<file path="src/rtl/loop_pkg.sv">
package loop_pkg;
    typedef enum logic [1:0] {
        ST_IDLE = 2'd0,
        ST_REC  = 2'd1,
        ST_PLAY = 2'd2
    } seq_state_e;

    typedef struct packed {
        seq_state_e st;
        logic       commit;
    } seq_ctl_t;
endpackage

</file>
<file path="src/rtl/loop_trk_decode.sv">
module loop_trk_decode #(
    parameter int N_TRACKS = 8,
    parameter int TRK_W    = 3
) (
    input  logic [N_TRACKS-1:0] sel,
    output logic                single,
    output logic [TRK_W-1:0]    idx
);
    int cnt;
    always_comb begin
        cnt = 0;
        idx = '0;
        for (int i = 0; i < N_TRACKS; i++) begin
            if (sel[i]) begin
                cnt = cnt + 1;
                idx = TRK_W'(i);
            end
        end
        single = (cnt == 1);
    end
endmodule

</file>
<file path="src/rtl/loop_trk_table.sv">
module loop_trk_table #(
    parameter int N_TRACKS = 8,
    parameter int TRK_W    = 3,
    parameter int IDX_W    = 19
) (
    input  logic             clk,
    input  logic             rst,
    input  logic             commit,
    input  logic [TRK_W-1:0] commit_trk,
    input  logic [IDX_W-1:0] commit_len,
    input  logic [TRK_W-1:0] rd_trk,
    output logic             rd_valid,
    output logic [IDX_W-1:0] rd_len
);
    logic [N_TRACKS-1:0] vld_q;
    logic [IDX_W-1:0]    len_q [N_TRACKS];

    always_ff @(posedge clk) begin
        if (rst) begin
            vld_q <= '0;
            for (int i = 0; i < N_TRACKS; i++) len_q[i] <= '0;
        end else if (commit) begin
            vld_q[commit_trk] <= (commit_len != '0);
            len_q[commit_trk] <= commit_len;
        end
    end

    assign rd_valid = vld_q[rd_trk];
    assign rd_len   = len_q[rd_trk];

    // without a commit the table keeps every flag
    a_r7_table_hold: assert property (@(posedge clk) disable iff (rst)
        !commit |=> $stable(vld_q));
    // a valid track never carries a zero length
    a_r8_valid_len: assert property (@(posedge clk) disable iff (rst)
        rd_valid |-> rd_len != '0);
endmodule

</file>
<file path="src/rtl/loop_addr_gen.sv">
module loop_addr_gen #(
    parameter int TRK_W      = 3,
    parameter int IDX_W      = 19,
    parameter int ADDR_W     = 22,
    parameter int REGION_LEN = 480000
) (
    input  logic [TRK_W-1:0]  trk,
    input  logic [IDX_W-1:0]  idx,
    output logic [ADDR_W-1:0] addr
);
    localparam logic [ADDR_W-1:0] REGION = ADDR_W'(REGION_LEN);
    assign addr = (ADDR_W'(trk) * REGION) + ADDR_W'(idx);
endmodule

</file>
<file path="src/rtl/loop_sequencer.sv">
module loop_sequencer
    import loop_pkg::*;
#(
    parameter int N_TRACKS   = 8,
    parameter int SAMPLE_W   = 16,
    parameter int REGION_LEN = 480000,
    parameter int LED_W      = 16,
    localparam int TRK_W     = $clog2(N_TRACKS),
    localparam int IDX_W     = $clog2(REGION_LEN + 1),
    localparam int ADDR_W    = $clog2(N_TRACKS * REGION_LEN)
) (
    input  logic                clk,
    input  logic                rst,
    input  logic [N_TRACKS-1:0] trk_sel,
    input  logic                rec_pulse,
    input  logic                cancel_pulse,
    input  logic                play_en,
    input  logic                tick,
    input  logic [SAMPLE_W-1:0] pcm_in,
    output logic [ADDR_W-1:0]   mem_addr,
    output logic                mem_we,
    output logic [SAMPLE_W-1:0] mem_wdata,
    output logic                mem_re,
    output logic [TRK_W-1:0]    trk_idx,
    output logic                play_valid,
    output logic                rec_active,
    output logic [LED_W-1:0]    led
);
    localparam logic [IDX_W-1:0] LAST_IDX = IDX_W'(REGION_LEN - 1);
    localparam logic [IDX_W-1:0] FULL_LEN = IDX_W'(REGION_LEN);
    localparam logic [LED_W-1:0] LED_HALF =
        {{(LED_W - LED_W/2){1'b0}}, {(LED_W/2){1'b1}}};

    seq_state_e       state_q;
    logic [TRK_W-1:0] trk_q;
    logic [IDX_W-1:0] idx_q;
    seq_ctl_t         ctl;
    logic [TRK_W-1:0] trk_d;
    logic [IDX_W-1:0] idx_d, idx_inc, commit_len;

    logic             sel_single;
    logic [TRK_W-1:0] sel_idx, rd_trk;
    logic             tbl_valid;
    logic [IDX_W-1:0] tbl_len;

    loop_trk_decode #(.N_TRACKS(N_TRACKS), .TRK_W(TRK_W)) u_dec (
        .sel(trk_sel), .single(sel_single), .idx(sel_idx)
    );

    assign rd_trk = (state_q == ST_IDLE) ? sel_idx : trk_q;

    loop_trk_table #(.N_TRACKS(N_TRACKS), .TRK_W(TRK_W), .IDX_W(IDX_W)) u_tbl (
        .clk(clk), .rst(rst), .commit(ctl.commit), .commit_trk(trk_q),
        .commit_len(commit_len), .rd_trk(rd_trk),
        .rd_valid(tbl_valid), .rd_len(tbl_len)
    );

    loop_addr_gen #(.TRK_W(TRK_W), .IDX_W(IDX_W), .ADDR_W(ADDR_W),
                    .REGION_LEN(REGION_LEN)) u_addr (
        .trk(trk_q), .idx(idx_q), .addr(mem_addr)
    );

    assign idx_inc = idx_q + IDX_W'(1);

    always_comb begin
        ctl.st     = state_q;
        ctl.commit = 1'b0;
        commit_len = idx_q;
        trk_d      = trk_q;
        idx_d      = idx_q;
        unique case (state_q)
            ST_IDLE: begin
                if (rec_pulse && sel_single) begin
                    ctl.st = ST_REC;
                    trk_d  = sel_idx;
                    idx_d  = '0;
                end else if (play_en && sel_single && tbl_valid) begin
                    ctl.st = ST_PLAY;
                    trk_d  = sel_idx;
                    idx_d  = '0;
                end
            end
            ST_REC: begin
                if (cancel_pulse) begin
                    ctl.st = ST_IDLE;
                end else if (rec_pulse) begin
                    ctl.st     = ST_IDLE;
                    ctl.commit = 1'b1;
                end else if (tick) begin
                    if (idx_q == LAST_IDX) begin
                        ctl.st     = ST_IDLE;
                        ctl.commit = 1'b1;
                        commit_len = FULL_LEN;
                    end else begin
                        idx_d = idx_inc;
                    end
                end
            end
            ST_PLAY: begin
                if (!play_en) begin
                    ctl.st = ST_IDLE;
                end else if (tick) begin
                    idx_d = (idx_inc == tbl_len) ? '0 : idx_inc;
                end
            end
            default: ctl.st = ST_IDLE;
        endcase
    end

    always_ff @(posedge clk) begin
        if (rst) begin
            state_q <= ST_IDLE;
            trk_q   <= '0;
            idx_q   <= '0;
        end else begin
            state_q <= ctl.st;
            trk_q   <= trk_d;
            idx_q   <= idx_d;
        end
    end

    assign rec_active = (state_q == ST_REC);
    assign mem_we     = rec_active && tick && !cancel_pulse && !rec_pulse;
    assign mem_wdata  = pcm_in;
    assign mem_re     = (state_q == ST_PLAY) && play_en && tick;
    assign play_valid = mem_re;
    assign trk_idx    = trk_q;
    assign led        = (state_q == ST_PLAY) ? {LED_W{1'b1}} :
                        rec_active            ? LED_HALF : '0;

    // a write that is not the last advances the index by one
    a_r4_idx_step: assert property (@(posedge clk) disable iff (rst)
        (mem_we && idx_q != LAST_IDX) |=> idx_q == $past(idx_inc));
    // the index never leaves the region
    a_r6_idx_bound: assert property (@(posedge clk) disable iff (rst)
        idx_q < FULL_LEN);
    // reads only target a valid track and stay below its length
    a_r8_read_valid: assert property (@(posedge clk) disable iff (rst)
        mem_re |-> (tbl_valid && idx_q < tbl_len));
    // never a read and a write in the same cycle
    a_r10_we_re_excl: assert property (@(posedge clk) disable iff (rst)
        !(mem_we && mem_re));
    // memory accesses stay inside the shared memory
    a_r2_addr_range: assert property (@(posedge clk) disable iff (rst)
        (mem_we || mem_re) |-> mem_addr < ADDR_W'(N_TRACKS * REGION_LEN));
    // a recording starts only from a single selected track
    a_r3_single_start: assert property (@(posedge clk) disable iff (rst)
        (state_q == ST_IDLE && !sel_single) |=> !rec_active);
endmodule

</file>
<file path="config.mk">
export PLATFORM = sky130hd
export DESIGN_NAME = loop_sequencer
export DESIGN_NICKNAME = d
export VERILOG_FILES = /design/src/rtl/loop_pkg.sv /design/src/rtl/loop_trk_decode.sv /design/src/rtl/loop_trk_table.sv /design/src/rtl/loop_addr_gen.sv /design/src/rtl/loop_sequencer.sv
export SDC_FILE = /design/constraint.sdc
export NUM_CORES = 1
export LEC_CHECK = 0
export BUFFER_PORTS_ARGS = -buffer_cell sky130_fd_sc_hd__buf_2
export CAP_MARGIN = 0
export CORE_ASPECT_RATIO = 0.5
export CORE_MARGIN = 1
export CORE_UTILIZATION = 59
export DETAILED_ROUTE_END_ITERATION = 8
export PLACE_DENSITY = 0.78
export SYNTH_ARGS = -nofsm -noshare
export SYNTH_HDL_FRONTEND = slang
export SYNTH_HIERARCHICAL = 1
export SYNTH_SLANG_ARGS = --single-unit
</file>
<file path="constraint.sdc">
create_clock -name clk -period 7.3 [get_ports clk]
set_clock_uncertainty 0.2 [all_clocks]
set_input_delay 0.365 -clock clk [delete_from_list [all_inputs] [get_ports clk]]
set_output_delay 0.365 -clock clk [all_outputs]
set_load 0.02 [all_outputs]
</file>
Word level (Yosys, flattened, before mapping)
Memories as Yosys holds them, arrays and structs flattened. Cells that the tools add are included.

Output and inout bits: 61. Logic and storage cells: 110. Memory bits (writable): 152. Register bits after elaboration: 32. Memories: 1. Input port bits: 30.

Memory list: u_tbl.len_q (depth 8, bits a word 19, read ports 1, clocked after Yosys merged registers in 0, write ports 8, line loop_trk_table.sv:16) `logic [IDX_W-1:0] len_q [N_TRACKS];`.

Magnitude comparators: 3. $mul: 1. Add/sub/neg operators: 9. Equal/unequal tests: 15. Muxes and demuxes: 58. Reduce and logical (&&, ||, !) cells: 19.

Operators by type and width (number): 2-to-1 mux 19 bit (15); 2-to-1 mux 32 bit (7); adder 32 x 2 -> 32 bit, second input constant (6); case mux 19 bit (3 select lines) (1); 2-to-1 mux 3 bit (11); == test 32 x 2 -> 1 bit, second input constant (1); adder 22 x 19 -> 22 bit (1); adder 19 x 1 -> 19 bit, second input constant (1); == test 19 bit (1); == test 19 bit, second input constant (1); nonzero test 19 bit (1); OR reduction 19 bit (1); 2-to-1 mux 16 bit (1); multiplier 3 x 11 -> 14 bit, second input constant (1); inequality test 2 bit, second input constant (7); 2-to-1 mux 1 bit (12); 2-to-1 mux 2 bit (6); logical AND 1 bit (9); bitwise mux 8 bit (1); less-than comparator 3 x 4 -> 1 bit, second input constant (2); 2-to-1 mux 8 bit (1); AND reduction 8 bit (1); case mux 2 bit (3 select lines) (1); inequality test 4 x 3 -> 1 bit, second input constant (1); other kinds (14) (15).

Logic depth before layout (Yosys ltp)
Depth after elaboration: 21. Gate-level depth with buffers: 26. Gate-level depth less buffers: 24.

Cells and area by module
The synthesis kept the hierarchy.

Modules (own cells, without submodules): loop_trk_table (times used 1, area an instance 7578.5 um^2, cells an instance 489, sequential area each 4724.5 um^2); loop_sequencer (times used 1, area an instance 2356.0 um^2, cells an instance 295, sequential area each 480.5 um^2); loop_addr_gen (times used 1, area an instance 1013.5 um^2, cells an instance 123, sequential area each 0.0 um^2); loop_trk_decode (times used 1, area an instance 605.6 um^2, cells an instance 77, sequential area each 0.0 um^2).

Least setup slack after synthesis
OpenSTA, ideal clock, no wires.

Path type: input -> register. Start point: in trk_sel[0]. End point: reg idx_q[17]. Path slack: 1.372 ns. Arrival time: 5.604 ns. Required time: 6.976 ns. Stages on the path: 25. Library setup time: 0.124 ns. Buffers on the path: 1. Path through: inv_1 ha_1 buf_6 xor2_1 ha_1 a21o_1 ha_1 mux2_2 ha_1 a221o_2 ha_1 mux2_2 ha_1 and2_1 xnor2_1 xnor2_1 or3_1 a21oi_1 a21boi_0 a211oi_1 o21ai_2 or3_1 nor2_1 xnor2_1 nor2_1.

Word-level cells in the longest chain between the ends: 20. Elaborated cells on any way between the ends: 23. Classes of those cells: 7 x add/sub; 2 x eq/ne; 10 x mux; 4 x reduce/logical.

Ends and longest elaborated chain: from (decl) (line loop_sequencer.sv:14) `input logic [N_TRACKS-1:0] trk_sel,`; 2-to-1 mux 1 bit (*) (line loop_trk_decode.sv:14) `if (sel[i]) begin`; adder 1 x 1 -> 2 bit (line loop_trk_decode.sv:15) `cnt = cnt + 1;`; 2-to-1 mux 32 bit (*) (line loop_trk_decode.sv:14); adder 32 x 2 -> 32 bit (line loop_trk_decode.sv:15); 2-to-1 mux 32 bit (*) (line loop_trk_decode.sv:14); adder 32 x 2 -> 32 bit (line loop_trk_decode.sv:15); 2-to-1 mux 32 bit (*) (line loop_trk_decode.sv:14); adder 32 x 2 -> 32 bit (line loop_trk_decode.sv:15); [4 not listed]; 2-to-1 mux 32 bit (*) (line loop_trk_decode.sv:14); adder 32 x 2 -> 32 bit (line loop_trk_decode.sv:15); 2-to-1 mux 32 bit (*) (line loop_trk_decode.sv:14); == test 32 x 2 -> 1 bit (*) (line loop_trk_decode.sv:19) `single = (cnt == 1);`; via sel_single (line loop_sequencer.sv:41) `logic sel_single;`; logical AND 1 bit (2 in a row) (line loop_sequencer.sv:77) `end else if (play_en && sel_single && tbl_valid) begin`; inequality test 3 x 1 -> 1 bit (no line); AND reduction 8 bit (no line); to (signal assigned) (line loop_sequencer.sv:118) `idx_q <= idx_d;`; to (decl) (line loop_sequencer.sv:36) `logic [IDX_W-1:0] idx_q;`.

The timed path passes the listed nets; every way through them passes the cells marked *. A chain may end at the register's enable or synchronous reset.

Worst setup path after layout
Start point: in trk_sel[1]. End point: reg idx_q[9].

Word-level cells in the longest chain between the ends: 18. Elaborated cells on any way between the ends: 36. Classes of those cells: 6 x add/sub; 3 x eq/ne; 22 x mux; 4 x reduce/logical; 1 x memory.

Ends and longest elaborated chain (line): 2-to-1 mux 32 bit (*) (loop_trk_decode.sv:14); adder 32 x 2 -> 32 bit (loop_trk_decode.sv:15); 2-to-1 mux 32 bit (*) (loop_trk_decode.sv:14); adder 32 x 2 -> 32 bit (loop_trk_decode.sv:15); 2-to-1 mux 32 bit (*) (loop_trk_decode.sv:14); adder 32 x 2 -> 32 bit (loop_trk_decode.sv:15); 2-to-1 mux 32 bit (*) (loop_trk_decode.sv:14); adder 32 x 2 -> 32 bit (loop_trk_decode.sv:15); [2 not listed]; 2-to-1 mux 32 bit (*) (loop_trk_decode.sv:14); adder 32 x 2 -> 32 bit (loop_trk_decode.sv:15); 2-to-1 mux 32 bit (*) (loop_trk_decode.sv:14); == test 32 x 2 -> 1 bit (*) (loop_trk_decode.sv:19); via sel_single (loop_sequencer.sv:41); logical AND 1 bit (2 in a row) (loop_sequencer.sv:77); inequality test 3 x 1 -> 1 bit (no line); AND reduction 8 bit (no line).

The timed path passes the listed nets; every way through them passes the cells marked *. The select of a mux whose other input is x is not followed.

==> results.toml <==
[outcome]
status = "complete, no violations"

[sta]
finalSetupViolations = 0
period_minus_slack_ns = 6.165
fin_ws_ns = 1.135
hold_viol = 0
worstMarginPinSlew_ns = 1.127
finalCritPeriodShare = 0.8446
maxClockFrequency_mhz = 162.2
slew_headroom = 0.2468
rsz0062_at_grt = "false"
finalSetupTns_ns = 0
final-max-slew-violation-count = 0

[synth]
synth_area_leader_cell = "edfxtp_1"
yosysSeqAreaShare = 0.4505
ys_top_cells_by_area = "edfxtp_1 (40%), mux4_1 (8.6%), and3_1 (7.4%)"
ys_types = 82
synthTopCellsByCount = "edfxtp_1 (152), and3_1 (137), xnor2_1 (50), nand2_1 (49)"
syn_area_per_cell_um2 = 11.74
synth_ff_type = "edfxtp_1"
ys_warn_count = 6
syn-cell-area_um2 = 11550
yosysTopAreaCellShare = 0.3951
synthesis.nets = 1051
synthArstFlopShare = 0
synth_edf_count = 152
syn_inst = 984
yosysMostFrequentCell = "edfxtp_1"
synth_seq_cells = 184

[clocking]
root_buffer = "clkbuf_16"
cts_setup_buffers = 0
clockBufferDepth = 2
numCtsBuffers = 17
clkSinkCount = 184
ctsResizeCount = 0
path_clk_slew_ns = 0.07
cts_tree = "done"
cts-htree-levels = 4
ctsHoldBuffers = 0
clk_latency_ns = 0.44

[final_layout]
antenna_cells = 0
ff_latch_area_um2 = 5205
area_growth_pct = 5.480
fin_nets = 1021
n_fill_cell = 1295
layout.cells.non_filler = 1226
drive_gt1_frac = 0.1851
multi_input_comb_area_um2 = 5544
final_util = 0.6487

[global_route]
antenna_found_initial = 0
grt_pass1_vias = 7595
grt_pass1_wl_um = 43030
globalRouteOverflowTotal = 0
grtUsageTotal = 0.2886
grt_max_degree = 85

[route]
drc = 0
drt.antenna.violating_nets = 0
wire_per_inst_um = 23.23
first_iter_violations = 1157
firstDrtPassIters = 5
via_per_inst = 6.656
num_vias = 8160
totalWireLength_um = 28480

[floorplan]
start_util = 0.6150
ios = 91
die_w_um = 199.9
die_y_um = 101.0
coreArea_um2 = 18790
die_area_um2 = 20180
std_cell_rows = 35

[pwr]
p_total_mw = 3.445
power.density_nw_per_um2 = 282.7
ir_drop_mv = 0.1951
leakage_nw = 5.182

[placement]
dp.cells = 1194
post-place-ws_ns = 0.7212
gp_congestion = 0.9598
dp_hpwl_um = 17910
portBuffers = 58

[setup_path]
end_kind = "register"
path_class = "in2reg"
cp.arrival_ns = 6.29
crit_fanout = 18
required_ns = 7.42
cp-start-kind = "input pin"

[min_path]
hp-class = "in2reg"

[flow_run]
cap_violations = 0
## per-stage QoR
stage	cell area (um^2)	hold slack (ns)
floorplan	11550	0.2789
CTS	12190	0.1155
global route	12190	0.1498
detailed placement	11580	0.3163
finish	12190	0.1342
global placement	11580	0.3019
## final timing paths
path                        from        endpoint  slack (ns)  cells after the start
setup / recovery      trk_sel[1]        idx_q[9]        1.13                     24
hold / removal         rec_pulse      state_q[0]        0.13                      3
setup reg to reg      state_q[0]        idx_q[9]        2.13                     15
hold reg to reg   u_tbl/vld_q[1]  u_tbl/vld_q[1]        0.33                      2
## layer usage
layer,vias to the layer above,global-route usage,share of wire
met3,73,0.05487,0.10
met4,0,0.09806,0.022
li1,3596,-,-
met2,514,0.4623,0.47
met1,3977,0.3976,0.41
met5,-,0,0
## cell type report
cell class                 count  share of cell area
clock inverter                14             0.01448
timing repair buffer          75             0.03429
inverter                      24            0.007392
clock buffer                  18             0.03522
multi-input combinational    652              0.4549
tap                          259             0.02659
sequential                   184              0.4271
## critical path, cell delays in order
cell and delay [ns]:
buf_2 0.11, inv_1 0.04, ha_1 0.36, xor2_1 0.21
ha_1 0.35, a21o_1 0.20, ha_1 0.29, mux2_2 0.27
ha_1 0.27, a221o_2 0.42, ha_1 0.29, mux2_2 0.28
ha_1 0.20, and2_1 0.19, xnor2_1 0.22, xnor2_1 0.08
or3_1 0.32, a21oi_1 0.23, a21boi_0 0.19, a211oi_1 0.27
o21ai_2 0.30, o21bai_4 0.37, buf_4 0.33, o31ai_2 0.09
## logic make-up after synthesis
| family | after synthesis | synth area share |
|---|---|---|
| adder cells (fa/ha/maj) | 37 | 0.04202 |
| flip-flops | 184 | 0.4505 |
| AND/OR/NAND/NOR | 358 | 0.1831 |
| buffers and inverters | 148 | 0.07245 |
| XOR/XNOR | 74 | 0.05880 |
| multiplexers | 68 | 0.1173 |
| AO/OA/AOI/OAI | 115 | 0.07581 |
## where the power goes
group / switching [mW] / internal [mW]
Sequential: 0.0209 / 1.17
Combinational: 0.794 / 0.525
Clock: 0.469 / 0.467
## sequential cells by signal, summed over array words and instances (netlist names)
| name | flops |
|---|---|
| u_tbl/vld_q | 8 |
| trk_idx | 3 |
| u_tbl/len_q | 152 |
| state_q | 2 |
| idx_q | 19 |
## layout by cell type, fill, tap and decap left out, drive strengths merged, types with 3 or more instances in the layout
master / instances
buf: 75
nand2: 49
nor3: 15
clkbuf: 18
nor4: 8
and4: 5
and2: 30
o21ai: 17
or4: 3
nand4: 9
nor3b: 4
clkinv: 6
a21boi: 4
xnor2: 50
o31ai: 5
mux4: 40
o21a: 6
edfxtp: 152
and3: 137
mux2: 25
a31oi: 5
nand2b: 5
o21bai: 3
nand3: 21
ha: 34
a211o: 5
nor2: 52
nor2b: 5
xor2: 22
fa: 3
a211oi: 10
a21oi: 15
inv: 31
or3: 9
o211ai: 18
a21o: 8
mux2i: 3
dfxtp: 32
o311ai: 3
(Power assumes the default switching activity.)
